$ cat src/rtl/conv_seq_pkg.sv
package conv_seq_pkg;
  typedef enum logic [1:0] {
    MODE_SINGLE = 2'b00,
    MODE_SCAN   = 2'b01,
    MODE_DISC   = 2'b10,
    MODE_SCAN2  = 2'b11
  } seq_mode_e;

  localparam int MIN_SMP_TICKS = 5;   // 2.5 converter clocks
  localparam int CONV_TICKS    = 25;  // 12.5 converter clocks
endpackage

$ cat src/rtl/conv_timing.sv
module conv_timing
  import conv_seq_pkg::*;
#(
  parameter int NUM_CH = 16,
  parameter int CH_W   = 4,
  parameter int ST_W   = 8,
  parameter int DUR_W  = ST_W + 1
) (
  input  logic [NUM_CH*ST_W-1:0] smp_i,
  input  logic [CH_W-1:0]        ch_i,
  output logic [DUR_W-1:0]       dur_o
);
  logic [ST_W-1:0] smp;
  logic [ST_W-1:0] smp_eff;

  assign smp     = smp_i[int'(ch_i)*ST_W +: ST_W];
  assign smp_eff = (smp < ST_W'(MIN_SMP_TICKS)) ? ST_W'(MIN_SMP_TICKS) : smp;
  assign dur_o   = DUR_W'(smp_eff) + DUR_W'(CONV_TICKS);
endmodule

$ cat src/rtl/inj_ctx_queue.sv
module inj_ctx_queue #(
  parameter int DEPTH = 2,
  parameter int W     = 18,
  parameter int CNT_W = $clog2(DEPTH + 1)
) (
  input  logic         clk_i,
  input  logic         rst_ni,
  input  logic         push_i,
  input  logic [W-1:0] data_i,
  input  logic         pop_i,
  output logic         valid_o,
  output logic [W-1:0] data_o,
  output logic         ovf_o
);
  logic [W-1:0]     mem_q [DEPTH];
  logic [W-1:0]     mem_n [DEPTH];
  logic [CNT_W-1:0] cnt_q, cnt_p, cnt_n;
  logic             pop_eff, wr_ok, ovf_n;

  assign valid_o = (cnt_q != '0);
  assign data_o  = mem_q[0];
  assign pop_eff = pop_i && valid_o;
  assign cnt_p   = cnt_q - CNT_W'(pop_eff);
  assign wr_ok   = push_i && (cnt_p < CNT_W'(DEPTH));
  assign ovf_n   = push_i && !wr_ok;
  assign cnt_n   = cnt_p + CNT_W'(wr_ok);

  always_comb begin
    for (int i = 0; i < DEPTH; i++) begin
      if (pop_eff && i < DEPTH - 1) mem_n[i] = mem_q[i+1];
      else                          mem_n[i] = mem_q[i];
      if (wr_ok && CNT_W'(i) == cnt_p) mem_n[i] = data_i;
    end
  end

  always_ff @(posedge clk_i or negedge rst_ni) begin
    if (!rst_ni) begin
      cnt_q <= '0;
      ovf_o <= 1'b0;
      for (int i = 0; i < DEPTH; i++) mem_q[i] <= '0;
    end else begin
      cnt_q <= cnt_n;
      ovf_o <= ovf_n;
      for (int i = 0; i < DEPTH; i++) mem_q[i] <= mem_n[i];
    end
  end


  cnt_bound_chk: assert property (@(posedge clk_i) disable iff (!rst_ni)
    cnt_q <= CNT_W'(DEPTH));

  ovf_full_chk: assert property (@(posedge clk_i) disable iff (!rst_ni)
    ovf_o |-> cnt_q == CNT_W'(DEPTH));
endmodule

$ cat src/rtl/conv_sequencer.sv
module conv_sequencer
  import conv_seq_pkg::*;
#(
  parameter int NUM_CH  = 16,
  parameter int CH_W    = $clog2(NUM_CH),
  parameter int REG_MAX = 16,
  parameter int RLEN_W  = $clog2(REG_MAX),
  parameter int INJ_MAX = 4,
  parameter int ILEN_W  = $clog2(INJ_MAX),
  parameter int ST_W    = 8,
  parameter int DUR_W   = ST_W + 1,
  parameter int Q_DEPTH = 2
) (
  input  logic                     clk_i,
  input  logic                     rst_ni,
  input  logic [1:0]               mode_i,
  input  logic                     cont_i,
  input  logic [RLEN_W-1:0]        reg_len_i,
  input  logic [REG_MAX*CH_W-1:0]  reg_list_i,
  input  logic [NUM_CH*ST_W-1:0]   smp_i,
  input  logic                     reg_trig_i,
  input  logic                     inj_trig_i,
  input  logic                     inj_push_i,
  input  logic [ILEN_W-1:0]        inj_len_i,
  input  logic [INJ_MAX*CH_W-1:0]  inj_list_i,
  input  logic                     done_i,
  output logic                     start_o,
  output logic [CH_W-1:0]          ch_o,
  output logic [DUR_W-1:0]         dur_o,
  output logic                     grp_o,
  output logic                     reg_eoc_o,
  output logic                     reg_eos_o,
  output logic                     inj_eoc_o,
  output logic                     inj_eos_o,
  output logic                     ovf_o
);
  localparam int LIST_W = INJ_MAX * CH_W;
  localparam int CTX_W  = LIST_W + ILEN_W;

  logic [CH_W-1:0] reg_ch [REG_MAX];
  for (genvar g = 0; g < REG_MAX; g++) begin : g_unpack
    assign reg_ch[g] = reg_list_i[g*CH_W +: CH_W];
  end

  // sequencing state
  logic              reg_run_q, reg_run_n;   // regular conversion owed
  logic [RLEN_W-1:0] reg_idx_q, reg_idx_n;
  logic              inj_act_q, inj_act_n;
  logic [ILEN_W-1:0] inj_idx_q, inj_idx_n;
  logic              wait_q, wait_n;
  logic [LIST_W-1:0] ctx_list_q, ctx_list_n;
  logic [ILEN_W-1:0] ctx_len_q, ctx_len_n;

  logic              start_n, grp_n, reoc_n, reos_n, ieoc_n, ieos_n;
  logic [CH_W-1:0]   ch_n;
  logic [DUR_W-1:0]  dur_n;
  logic              q_valid, q_pop;
  logic [CTX_W-1:0]  q_data;
  logic              dn, inj_go, reg_last;
  logic [RLEN_W-1:0] reg_nxt;
  logic [ILEN_W-1:0] inj_nxt;

  inj_ctx_queue #(.DEPTH(Q_DEPTH), .W(CTX_W)) u_queue (
    .clk_i   (clk_i),
    .rst_ni  (rst_ni),
    .push_i  (inj_push_i),
    .data_i  ({inj_len_i, inj_list_i}),
    .pop_i   (q_pop),
    .valid_o (q_valid),
    .data_o  (q_data),
    .ovf_o   (ovf_o)
  );

  conv_timing #(.NUM_CH(NUM_CH), .CH_W(CH_W), .ST_W(ST_W), .DUR_W(DUR_W)) u_timing (
    .smp_i (smp_i),
    .ch_i  (ch_n),
    .dur_o (dur_n)
  );

  assign dn       = done_i && wait_q;
  assign inj_go   = inj_trig_i && !inj_act_q;
  assign reg_last = (reg_idx_q == reg_len_i);
  assign reg_nxt  = reg_idx_q + 1'b1;
  assign inj_nxt  = inj_idx_q + 1'b1;

  always_comb begin
    reg_run_n  = reg_run_q;
    reg_idx_n  = reg_idx_q;
    inj_act_n  = inj_act_q;
    inj_idx_n  = inj_idx_q;
    wait_n     = wait_q;
    ctx_list_n = ctx_list_q;
    ctx_len_n  = ctx_len_q;
    start_n    = 1'b0;
    grp_n      = grp_o;
    ch_n       = ch_o;
    reoc_n     = 1'b0;
    reos_n     = 1'b0;
    ieoc_n     = 1'b0;
    ieos_n     = 1'b0;
    q_pop      = 1'b0;
    if (inj_go) begin
      // pre-empt: any regular conversion in flight is dropped
      q_pop     = q_valid;
      if (q_valid) {ctx_len_n, ctx_list_n} = q_data;
      inj_act_n = 1'b1;
      inj_idx_n = '0;
      wait_n    = 1'b1;
      start_n   = 1'b1;
      grp_n     = 1'b1;
      ch_n      = ctx_list_n[CH_W-1:0];
    end else if (dn && inj_act_q) begin
      ieoc_n = 1'b1;
      if (inj_idx_q == ctx_len_q) begin
        ieos_n    = 1'b1;
        inj_act_n = 1'b0;
        if (reg_run_q) begin
          start_n = 1'b1;
          grp_n   = 1'b0;
          ch_n    = reg_ch[reg_idx_q];
        end else begin
          wait_n = 1'b0;
        end
      end else begin
        inj_idx_n = inj_nxt;
        start_n   = 1'b1;
        grp_n     = 1'b1;
        ch_n      = ctx_list_q[int'(inj_nxt)*CH_W +: CH_W];
      end
    end else if (dn) begin
      reoc_n = 1'b1;
      unique case (seq_mode_e'(mode_i))
        MODE_SINGLE: begin
          reos_n = 1'b1;
          if (cont_i) begin
            start_n = 1'b1;
            grp_n   = 1'b0;
            ch_n    = reg_ch[reg_idx_q];
          end else begin
            reg_run_n = 1'b0;
            wait_n    = 1'b0;
          end
        end
        MODE_DISC: begin
          reos_n    = reg_last;
          reg_idx_n = reg_last ? '0 : reg_nxt;
          reg_run_n = 1'b0;
          wait_n    = 1'b0;
        end
        default: begin
          if (reg_last) begin
            reos_n    = 1'b1;
            reg_idx_n = '0;
            if (cont_i) begin
              start_n = 1'b1;
              grp_n   = 1'b0;
              ch_n    = reg_ch[0];
            end else begin
              reg_run_n = 1'b0;
              wait_n    = 1'b0;
            end
          end else begin
            reg_idx_n = reg_nxt;
            start_n   = 1'b1;
            grp_n     = 1'b0;
            ch_n      = reg_ch[reg_nxt];
          end
        end
      endcase
    end else if (reg_trig_i && !reg_run_q && !inj_act_q) begin
      reg_run_n = 1'b1;
      wait_n    = 1'b1;
      start_n   = 1'b1;
      grp_n     = 1'b0;
      ch_n      = reg_ch[reg_idx_q];
    end
  end

  always_ff @(posedge clk_i or negedge rst_ni) begin
    if (!rst_ni) begin
      reg_run_q  <= 1'b0;
      reg_idx_q  <= '0;
      inj_act_q  <= 1'b0;
      inj_idx_q  <= '0;
      wait_q     <= 1'b0;
      ctx_list_q <= '0;
      ctx_len_q  <= '0;
      start_o    <= 1'b0;
      ch_o       <= '0;
      dur_o      <= '0;
      grp_o      <= 1'b0;
      reg_eoc_o  <= 1'b0;
      reg_eos_o  <= 1'b0;
      inj_eoc_o  <= 1'b0;
      inj_eos_o  <= 1'b0;
    end else begin
      reg_run_q  <= reg_run_n;
      reg_idx_q  <= reg_idx_n;
      inj_act_q  <= inj_act_n;
      inj_idx_q  <= inj_idx_n;
      wait_q     <= wait_n;
      ctx_list_q <= ctx_list_n;
      ctx_len_q  <= ctx_len_n;
      start_o    <= start_n;
      reg_eoc_o  <= reoc_n;
      reg_eos_o  <= reos_n;
      inj_eoc_o  <= ieoc_n;
      inj_eos_o  <= ieos_n;
      if (start_n) begin
        ch_o  <= ch_n;
        grp_o <= grp_n;
        dur_o <= dur_n;
      end
    end
  end


  reg_eos_chk: assert property (@(posedge clk_i) disable iff (!rst_ni)
    reg_eos_o |-> reg_eoc_o);

  inj_eos_chk: assert property (@(posedge clk_i) disable iff (!rst_ni)
    inj_eos_o |-> inj_eoc_o);

  eoc_excl_chk: assert property (@(posedge clk_i) disable iff (!rst_ni)
    !(inj_eoc_o && reg_eoc_o));

  resume_grp_chk: assert property (@(posedge clk_i) disable iff (!rst_ni)
    (inj_eos_o && start_o) |-> !grp_o);

  dur_min_chk: assert property (@(posedge clk_i) disable iff (!rst_ni)
    start_o |-> dur_o >= DUR_W'(MIN_SMP_TICKS + CONV_TICKS));

  inj_start_grp_chk: assert property (@(posedge clk_i) disable iff (!rst_ni)
    (inj_trig_i && !inj_act_q) |=> (start_o && grp_o));
endmodule

$ cat config.mk
export PLATFORM = sky130hd
export DESIGN_NAME = conv_sequencer
export DESIGN_NICKNAME = d
export VERILOG_FILES = /design/src/rtl/conv_seq_pkg.sv /design/src/rtl/conv_timing.sv /design/src/rtl/inj_ctx_queue.sv /design/src/rtl/conv_sequencer.sv
export SDC_FILE = /design/constraint.sdc
export NUM_CORES = 1
export LEC_CHECK = 0
export BUFFER_PORTS_ARGS = -buffer_cell sky130_fd_sc_hd__buf_4
export CAP_MARGIN = 20
export CORE_UTILIZATION = 55
export DETAILED_ROUTE_END_ITERATION = 6
export PLACE_DENSITY = 0.92
export SLEW_MARGIN = 20
export SYNTH_ARGS = -nofsm -noshare
export SYNTH_HDL_FRONTEND = slang
export SYNTH_HIERARCHICAL = 1
export SYNTH_SLANG_ARGS = --single-unit
$ cat constraint.sdc
create_clock -name clk_i -period 13.6 [get_ports clk_i]
set_clock_uncertainty 0.15 [all_clocks]
set_input_delay 2.72 -clock clk_i [delete_from_list [all_inputs] [get_ports clk_i]]
set_output_delay 2.72 -clock clk_i [all_outputs]
set_load 0.03 [all_outputs]
Word-level counts from Yosys, hierarchy flattened. Cells that the tools add are included. W data, S select, Z words.

Bits of input ports: 223. Word-level logic and storage cells: 147. Output and inout bits: 20. Bits in registers: 85.

Magnitude comparators: 4. $add $sub $neg: 5. Bitwise gates (word level): 5. Reductions and logical operators: 28. Multiplexer cells: 72. Shifts and indexed selects: 2. Equal/unequal tests: 11.

Operators by type and width (count): $shiftx A128 B8 Y8 (1); $mux W4 (15); $mux W1 (43); $mux W18 (2); $bmux W4 S4 (2); $reduce_and A4 Y1 (4); $shiftx A16 B5 Y4 (1); $ge A5 B5 Y1 const B (2); $logic_and A1 B1 Y1 (10); $not A4 Y5 (2); $pmux W1 S2 (5); $reduce_bool A2 Y1 (5); $add A8 B5 Y9 const B (1); $lt A8 B3 Y1 const B (1); $mux W8 (1); $ne A4 B4 Y1 const B (2); $pmux W4 S2 (1); $mux W2 (3); $ne A6 B1 Y1 const B (1); $reduce_and A2 Y1 (3); $add A4 B1 Y4 const B (1); $eq A4 B4 Y1 (1); $logic_not A2 Y1 (2); $ne A4 B1 Y1 const B (1); 13 further kinds (17).

Logic depth before layout (Yosys ltp). Gate-level depths: netlist (run 1).

Depth in word-level cells: 14. Depth in mapped cells: 24. Gate-level depth less buffers: 20.

Modules after synthesis. Netlist (run 1), hierarchy kept.

By module, submodules not included: conv_sequencer (cells an instance 353, seq. area each 1151.1 sq um, area each 3852.4 sq um, times used 1); inj_ctx_queue (cells an instance 171, seq. area each 975.9 sq um, area each 1839.3 sq um, times used 1); conv_timing (cells an instance 102, seq. area each 0.0 sq um, area each 1239.9 sq um, times used 1).

Least setup slack after synthesis (run 1). No wires, ideal clock.

Path type: input to register. From: input port done_i. To: register dur_o[8]. Setup time: 0.129 ns. Path buffers: 3. Data required time: 13.321 ns. Setup slack: 6.880 ns. Stages on the path: 22. Arrival time: 6.442 ns. Cell sequence: and2_1 > buf_2 > nand2_2 > inv_1 > nand2_1 > o21ai_1 > a221oi_2 > o221ai_1 > buf_6 > buf_12 > mux4_2 > a22oi_2 > nand3_2 > or3_4 > nor2_2 > a21boi_0 > ha_1 > and2_1 > o2111a_1 > and2_1 > a31oi_1 > nand3_1.

Longest elaborated chain between the ends: 8. Elaborated cells between the ends (all ways): 12. Classes of those cells: 1 x add/sub; 1 x order compare; 1 x shift; 7 x mux; 2 x reduce/logical.

Ends and longest elaborated chain: start, declared (line conv_sequencer.sv:26) `input logic done_i,`; $logic_and A1 B1 Y1 * (line conv_sequencer.sv:80) `assign dn = done_i && wait_q;`; $mux W4 / $logic_and A1 B1 Y1 (equally long branches) (line conv_sequencer.sv:130, conv_sequencer.sv:112); $mux W4 * (line conv_sequencer.sv:112) `end else if (dn && inj_act_q) begin`; $mux W4 * (line conv_sequencer.sv:102) `if (inj_go) begin`; net ch_n[0] (line conv_sequencer.sv:55) `logic [CH_W-1:0] ch_n;`; $shiftx A128 B8 Y8 * (line conv_timing.sv:16) `assign smp = smp_i[int'(ch_i)*ST_W +: ST_W];`; $lt A8 B3 Y1 (line conv_timing.sv:17) `assign smp_eff = (smp < ST_W'(MIN_SMP_TICKS)) ? ST_W'(MIN_SMP_TICKS) : smp;`; $mux W8 * (line conv_timing.sv:17); $add A8 B5 Y9 * (line conv_timing.sv:18) `assign dur_o = DUR_W'(smp_eff) + DUR_W'(CONV_TICKS);`; net dur_n[8] (line conv_sequencer.sv:56) `logic [DUR_W-1:0] dur_n;`; end signal, assigned (line conv_sequencer.sv:212) `dur_o <= dur_n;`; end, declared (line conv_sequencer.sv:29) `output logic [DUR_W-1:0] dur_o,`.

Mark *: on every way through the listed nets, which the timed path passes. The rest lies on a longest branch. A chain may end at the register's enable or synchronous reset.

Final worst setup path (run 1).
From: input port done_i. To: register dur_o[6].

The elaborated chain is that of the path after synthesis.

==> run metrics, run 1 <==
outcome finished, final reports clean; vias in the first global route 6370; DR iter-0 viols 623; die area 0.01306 mm^2; power share of the clock group 10.7%; Gate Count Post-Synth 626; # setup viols final 0; synthesized flop and latch total 85; hold endpoint u_queue/mem_q[17]; RSZ-0062 raised after global routing no; fillers 843; post-layout minimum cycle time 7379 ps; CP Cell Sequence buf_4, and3_1, nand4_1, o21ai_1, a221oi_2, o221ai_4, buf_4, mux4_1, mux2i_1, mux2i_2, or3_4, nor2_2, a21boi_0, ha_1, and2_1, o21ai_1, xnor2_1, and2_1, a31oi_1, nand3_1; element type at the critical path end register; NumNets Final 1047; Synth-to-Final Area Change 28.34%; Critical Path RT 13660 ps; Flop pwr share 21.3%; maxcap violations 0; DRC viols 0; relative slew slack 28.70%; final worst setup slack 6221 ps; setup TNS 0 ps; switching pwr 1.028 mW; Post-DRT Antenna Nets 0; area share of the largest cell type after synthesis 30.69%; Core Region 0.01216 mm^2; drt total wl 21.35 mm; min-delay src u_queue/mem_q[17]; H-tree lvl count 3; largest cells by area after synthesis dfrtp_1 (31%), mux4_2 (15%), mux4_1 (8.7%), mux2_2 (4.5%), nand2_1 (4.2%); Net Count, Synth 853; slowest cell on the critical path mux4_1; crit path launch type input pin; Setup CP Type in2reg; total track usage 34.14%; worst flop-to-flop path endpoint dur_o[6]; Root Driver clkbuf_16; clk slew on worst S/H paths 70 ps; Post-CTS Hold Buffers 0; Routed wire per std cell 21.50 um; Worst Path Arrival 7440 ps; FF-to-FF setup slack 7350 ps; Critical Path Start done_i; DR pass1 iterations 5; CP Max Fanout 32; Max stage delay on crit path 630 ps; Slew @ Worst Pin 1070 ps; Async SR Flop Fraction 100.0%; ant diodes 0; Fmax 0.1355 GHz; Final period util 54.26%; mean cell area of the mapped netlist 11.07 um^2; WHS Path Cells 1; Die Width 114.3 um; Die Height 114.3 um; Max Slew Vio Count 0; post-CTS setup buffer count 0; hpwl dp 16.05 mm; YS warnings 6; GPL Wtd Cong 0.8759; input/output buffers 242; post-synthesis cell type count 69; largest net degree at the start of global routing 86; Starting Density 57.00%; initial antenna violation count 0; clock tree from TritonCTS done; final hold violations 0; vias per inst 6.487; cts bufs inserted 9; Main synth FF type dfrtp_1; Mapped Area 0.006932 mm^2; io pins 243; Pleak 3.927 nW; Clock Sink Count 85; Reg2Reg Depth 21; Comb pwr share 68.1%; share of cells above drive strength 1 45.09%; CTS resizes 0; power per cell area 256.8 mW/mm^2; clock latency on the worst-skew pair 340 ps; area leader, netlist dfrtp_1; row count 40; first-pass GRT wire length 33.71 mm; Overflow after GRT 0; internal power 1.256 mW; Post-synth EDFFs 0; Post-Place Worst Slack 5938 ps; FF-to-FF Start reg_idx_q[0]; Clock Path Buffers 2; Seq/Total Area, Yosys 30.69%; Switching Share 45.00%; Worst IR Drop VDD 0.1451 mV; min-delay worst type reg2reg; Vias 6442
==> worst max-delay path, delay by kind of cell <==
family,cells,cell delay (ps)
mux,3,980
simple gates,7,1710
fa+ha+maj,1,220
buf+inv,2,600
compound gates,6,1080
xor+xnor,1,110
==> area by class of cell <==
cell class | count | area, um^2 | area share, %
Clock buffer | 9 | 225.2 | 2.532
Clock inverter | 7 | 75.07 | 0.8439
Inverter | 10 | 37.54 | 0.4219
Multi-Input combinational cell | 467 | 4363 | 49.04
Sequential cell | 85 | 2127 | 23.91
Tap cell | 168 | 210.2 | 2.363
Timing Repair Buffer | 247 | 1858 | 20.89
==> metrics by stage <==
stage / area, um^2 / hold WS (ps) / std cells / utilization [%] / power, mW
final: 8896 / 357.9 / 993 / 73.15 / 2.284
after global routing: 8896 / 377.2 / 993 / 73.15 / 2.423
after CTS: 8892 / 359.1 / 993 / 73.12 / 2.266
after detailed placement: 8592 / 339.9 / 977 / 70.65 / 2.011
after global placement: 8592 / 337.2 / 977 / 70.65 / 1.964
after floorplan: 6932 / 323.9 / 626 / - / 1.727
==> state kept, by name (all words and copies together) (netlist names), 2 cells and up <==
register / flops
u_queue/data_o: 18
ch_o: 4
ctx_len_q: 2
reg_idx_q: 4
u_queue/mem_q: 18
u_queue/cnt_q: 2
ctx_list_q: 16
inj_idx_q: 2
dur_o: 9
==> how the worst max path moves through the flow <==
stage | cells after the start | to | slack [ps]
6_report | 20 | dur_o[6] | 6220
5_1_grt | 22 | dur_o[4] | 5810
4_1_cts | 20 | dur_o[6] | 6290
3_5_place_dp | 20 | dur_o[6] | 5940
3_3_place_gp | 20 | dur_o[4] | 6160
2_1_floorplan | 22 | dur_o[8] | 6880
==> power by group through the flow <==
stage	sequential, mW	clock [mW]	combinational [mW]
global placement	0.482	0	1.48
detailed placement	0.487	0	1.52
finish	0.486	0.244	1.55
floorplan	0.489	0	1.24
global route	0.503	0.257	1.66
CTS	0.484	0.249	1.53
==> Yosys cell counts (all sizes together) (3+ instances only) <==
library cell,n
a21boi,7
a21oi,12
a221oi,3
a22oi,10
a31oi,27
and2,15
and4bb,3
buf,48
clkbuf,16
dfrtp,85
ha,4
inv,9
mux2,38
mux2i,10
mux4,70
nand2,79
nand3,34
nand4,13
nor2,25
nor2b,9
nor3,19
o211ai,9
o21ai,20
o221ai,7
o2bb2ai,4
or2,3
xnor2,10
xor2,8
==> cells by family after synthesis <==
kind of cell	count (synthesis)	synth area share [%]
buffers and inverters	74	6.968
xor gates and xnor gates	18	2.383
AOI/OAI and AO/OA	116	11.99
and+or+nand+nor	211	15.05
muxes	118	32.20
adders and majority gates	4	0.7221
DFF	85	30.69
==> layer usage <==
layer	wire, um	track usage (%)	vias up	share of wire [%]
met1	7831	42.00	3110	37
li1	-	-	2811	-
met2	10320	56.40	430	48
met4	1232	18.96	0	5.8
met3	1964	7.147	91	9.2
met5	0	0	-	0
==> cells in the final DEF, fill, tap and decap left out, drive strengths merged, types with 8 or more instances in the layout <==
master	synthesis	final
a21oi	12	12
a22oi	10	10
a31oi	27	27
and2	15	15
buf	48	247
clkbuf	16	9
dfrtp	85	85
inv	9	13
mux2	38	38
mux2i	10	10
mux4	70	70
nand2	79	79
nand3	34	34
nand4	13	13
nor2	25	25
nor2b	9	9
nor3	19	19
o211ai	9	9
o21ai	20	20
xnor2	10	10
xor2	8	8
Power figures use the tool's default switching activity.
==> inputs of run 2 (changes only) <==
--- a/config.mk
+++ b/config.mk
@@ -7,9 +7,9 @@
 export LEC_CHECK = 0
 export BUFFER_PORTS_ARGS = -buffer_cell sky130_fd_sc_hd__buf_4
 export CAP_MARGIN = 20
-export CORE_UTILIZATION = 55
+export CORE_UTILIZATION = 52
 export DETAILED_ROUTE_END_ITERATION = 6
-export PLACE_DENSITY = 0.92
+export PLACE_DENSITY = 0.88
 export SLEW_MARGIN = 20
 export SYNTH_ARGS = -nofsm -noshare
 export SYNTH_HDL_FRONTEND = slang
==> constraint.sdc (replaced) <==
create_clock -name clk_i -period 7 [get_ports clk_i]
set_clock_uncertainty 0.15 [all_clocks]
set_input_delay 1.4 -clock clk_i [delete_from_list [all_inputs] [get_ports clk_i]]
set_output_delay 1.4 -clock clk_i [all_outputs]
set_load 0.03 [all_outputs]
==> run 2 against run 1 <==
Net effect: hold slack lost 0.73 ps; utilization is 2.5 points lower; critical path depth unchanged; combinational power up 97%; non-clock buffer count grew 13; critical path type is now reg2reg; largest power group unchanged.
==> run metrics, run 2 (same netlist as run 1, synthesis figures left out) <==
Setup CP Type reg2reg; Post-CTS Hold Buffers 0 (unchanged); cts bufs inserted 9 (unchanged); vias in the first global route 6440 (+1.1%); DR pass1 iterations 5 (unchanged); Overflow after GRT 0 (unchanged); post-layout minimum cycle time 6090 ps; Top Family by Delay on Critical Path compound AO/OA/AOI/OAI gates; CP Cell Sequence ha_1, mux4_2, nor2_1, nor2_1, a2111oi_1, o311ai_4, buf_4, mux4_2, a22oi_1, nand3_1, or3_4, nor2_2, a21boi_0, ha_1, and2_1, o21ai_0, o21ai_0, and2_1, a31oi_1, nand3_1; first-pass GRT wire length 33.37 mm (-1.0%); hpwl dp 16.25 mm (+1.3%); row count 41 (+2.5%); Die Width 117.5 um (+2.8%); outcome finished, final reports clean; min-delay worst type reg2reg; Pleak 4.020 nW (+2.4%); Root Driver clkbuf_16; Clock Sink Count 85 (unchanged); Finished Core Util 70.64% (-2.5 points); maxcap violations 0 (unchanged); die area 0.01380 mm^2 (+5.7%); Worst Path Arrival 6160 ps (-1280 ps); input/output buffers 242 (unchanged); largest net degree at the start of global routing 86 (unchanged); CP Max Fanout 18 (-44%); RSZ-0062 raised after global routing no; element type at the critical path end register; NumNets Final 1060 (+1.2%); drt total wl 20.97 mm (-1.8%); commonest cells after routing, fill and taps aside buf_4 (258), dfrtp_1 (85), nand2_1 (78); Worst Path Buf+Inv 1 (-1); met3 wire len 1.650 mm (-16%); switching pwr 1.971 mW (+92%); final hold violations 0 (unchanged); Die Height 117.5 um (+2.8%); Synth-to-Final Area Change 30.70%; H-tree lvl count 3 (unchanged); clock tree from TritonCTS done; vias per inst 6.307 (-2.8%); # setup viols final 0 (unchanged); clk slew on worst S/H paths 60 ps (about the same); Slew @ Worst Pin 1091 ps (+21.50 ps); Post-DRT Antenna Nets 0 (unchanged); Max stage delay on crit path 750 ps (+120 ps); min-delay src u_queue/data_o[17]; GPL Wtd Cong 0.9850 (+12%); Critical Path Start reg_idx_q[1]; initial antenna violation count 1 (+1); power per cell area 501.6 mW/mm^2 (+95%); Clock Path Buffers 2 (unchanged); FF-to-FF Start reg_idx_q[1]; Switching Share 43.37% (-1.6 points); Max Slew Vio Count 0 (unchanged); io pins 243 (unchanged); CTS resizes 0 (unchanged); Worst IR Drop VDD 0.2878 mV (+98%); Comb pwr share 67.4% (-0.7 points); power share of the clock group 11.9% (+1.2 points); post-CTS setup buffer count 0 (unchanged); Starting Density 54.05% (-2.9 points); Vias 6376 (-1.0%); Core Region 0.01282 mm^2 (+5.5%); DRC viols 0 (unchanged); Critical Path RT 7070 ps (-6590 ps); share of cells above drive strength 1 45.94% (+0.85 points); most common cell after layout, fill and taps aside buf_4; total track usage 31.03% (-3.1 points); slowest cell on the critical path ha_1; DR iter-0 viols 507 (-19%); routed length on met2 10.38 mm (+0.55%); crit path launch type register; relative slew slack 27.27% (-1.4 points); setup TNS 0 ps (unchanged); Fmax 0.1642 GHz; met1 wire length 7.912 mm (+1.0%); clock latency on the worst-skew pair 350 ps (about the same); internal power 2.574 mW (+100%); Final period util 87.01%; Flop pwr share 20.7% (-0.6 points); Routed wire per std cell 20.74 um (-3.5%); top sig layer met4
[run 2: layer usage]
metal	global-route usage [%]	vias up
li1	-	2829
met1	37.94	3090
met2	51.55	391
met3	7.558	66
met4	15.06	0
met5	0	-
[run 2: area by class of cell]
type	count	area [um^2]
multi-input combinational	467	4363
tap	172	215.2
antenna	1	2.502
sequential	85	2127
timing repair buffer	260	1976
fill	976	3765
clock inverter	6	100.1
inverter	10	37.54
clock buffer	10	239.0
[run 2: worst paths after layout]
check	end	slack (ps)	cells past startpoint
max	dur_o[4]	910	20
max in group asynchronous	inj_eoc_o	5230	1
min in group asynchronous	u_queue/mem_q[10]	940	1
min	ctx_len_q[1]	360	1
max reg2reg	dur_o[4]	910	20
min reg2reg	ctx_len_q[1]	360	1
[run 2: stage by stage]
step	instances	setup WS, ps	total power, mW	hold slack (ps)	cell area, um^2
after CTS	1009	769.7	4.486	358.6	9026
after global routing	1011	400.6	4.835	370.5	9060
after floorplan	626	1600	3.356	323.9	6932
after detailed placement	993	527.5	3.923	343.9	8687
final	1011	909.7	4.545	357.1	9060
after global placement	993	624.6	3.843	336.6	8687
[run 2: power by group through the flow]
| stage | logic (mW) | clock network, mW | registers (mW) |
|---|---|---|---|
| finish | 3.06 | 0.541 | 0.943 |
| global route | 3.30 | 0.567 | 0.971 |
| CTS | 3.00 | 0.550 | 0.939 |
| detailed placement | 2.98 | 0 | 0.945 |
| global placement | 2.91 | 0 | 0.932 |
| floorplan | 2.41 | 0 | 0.950 |
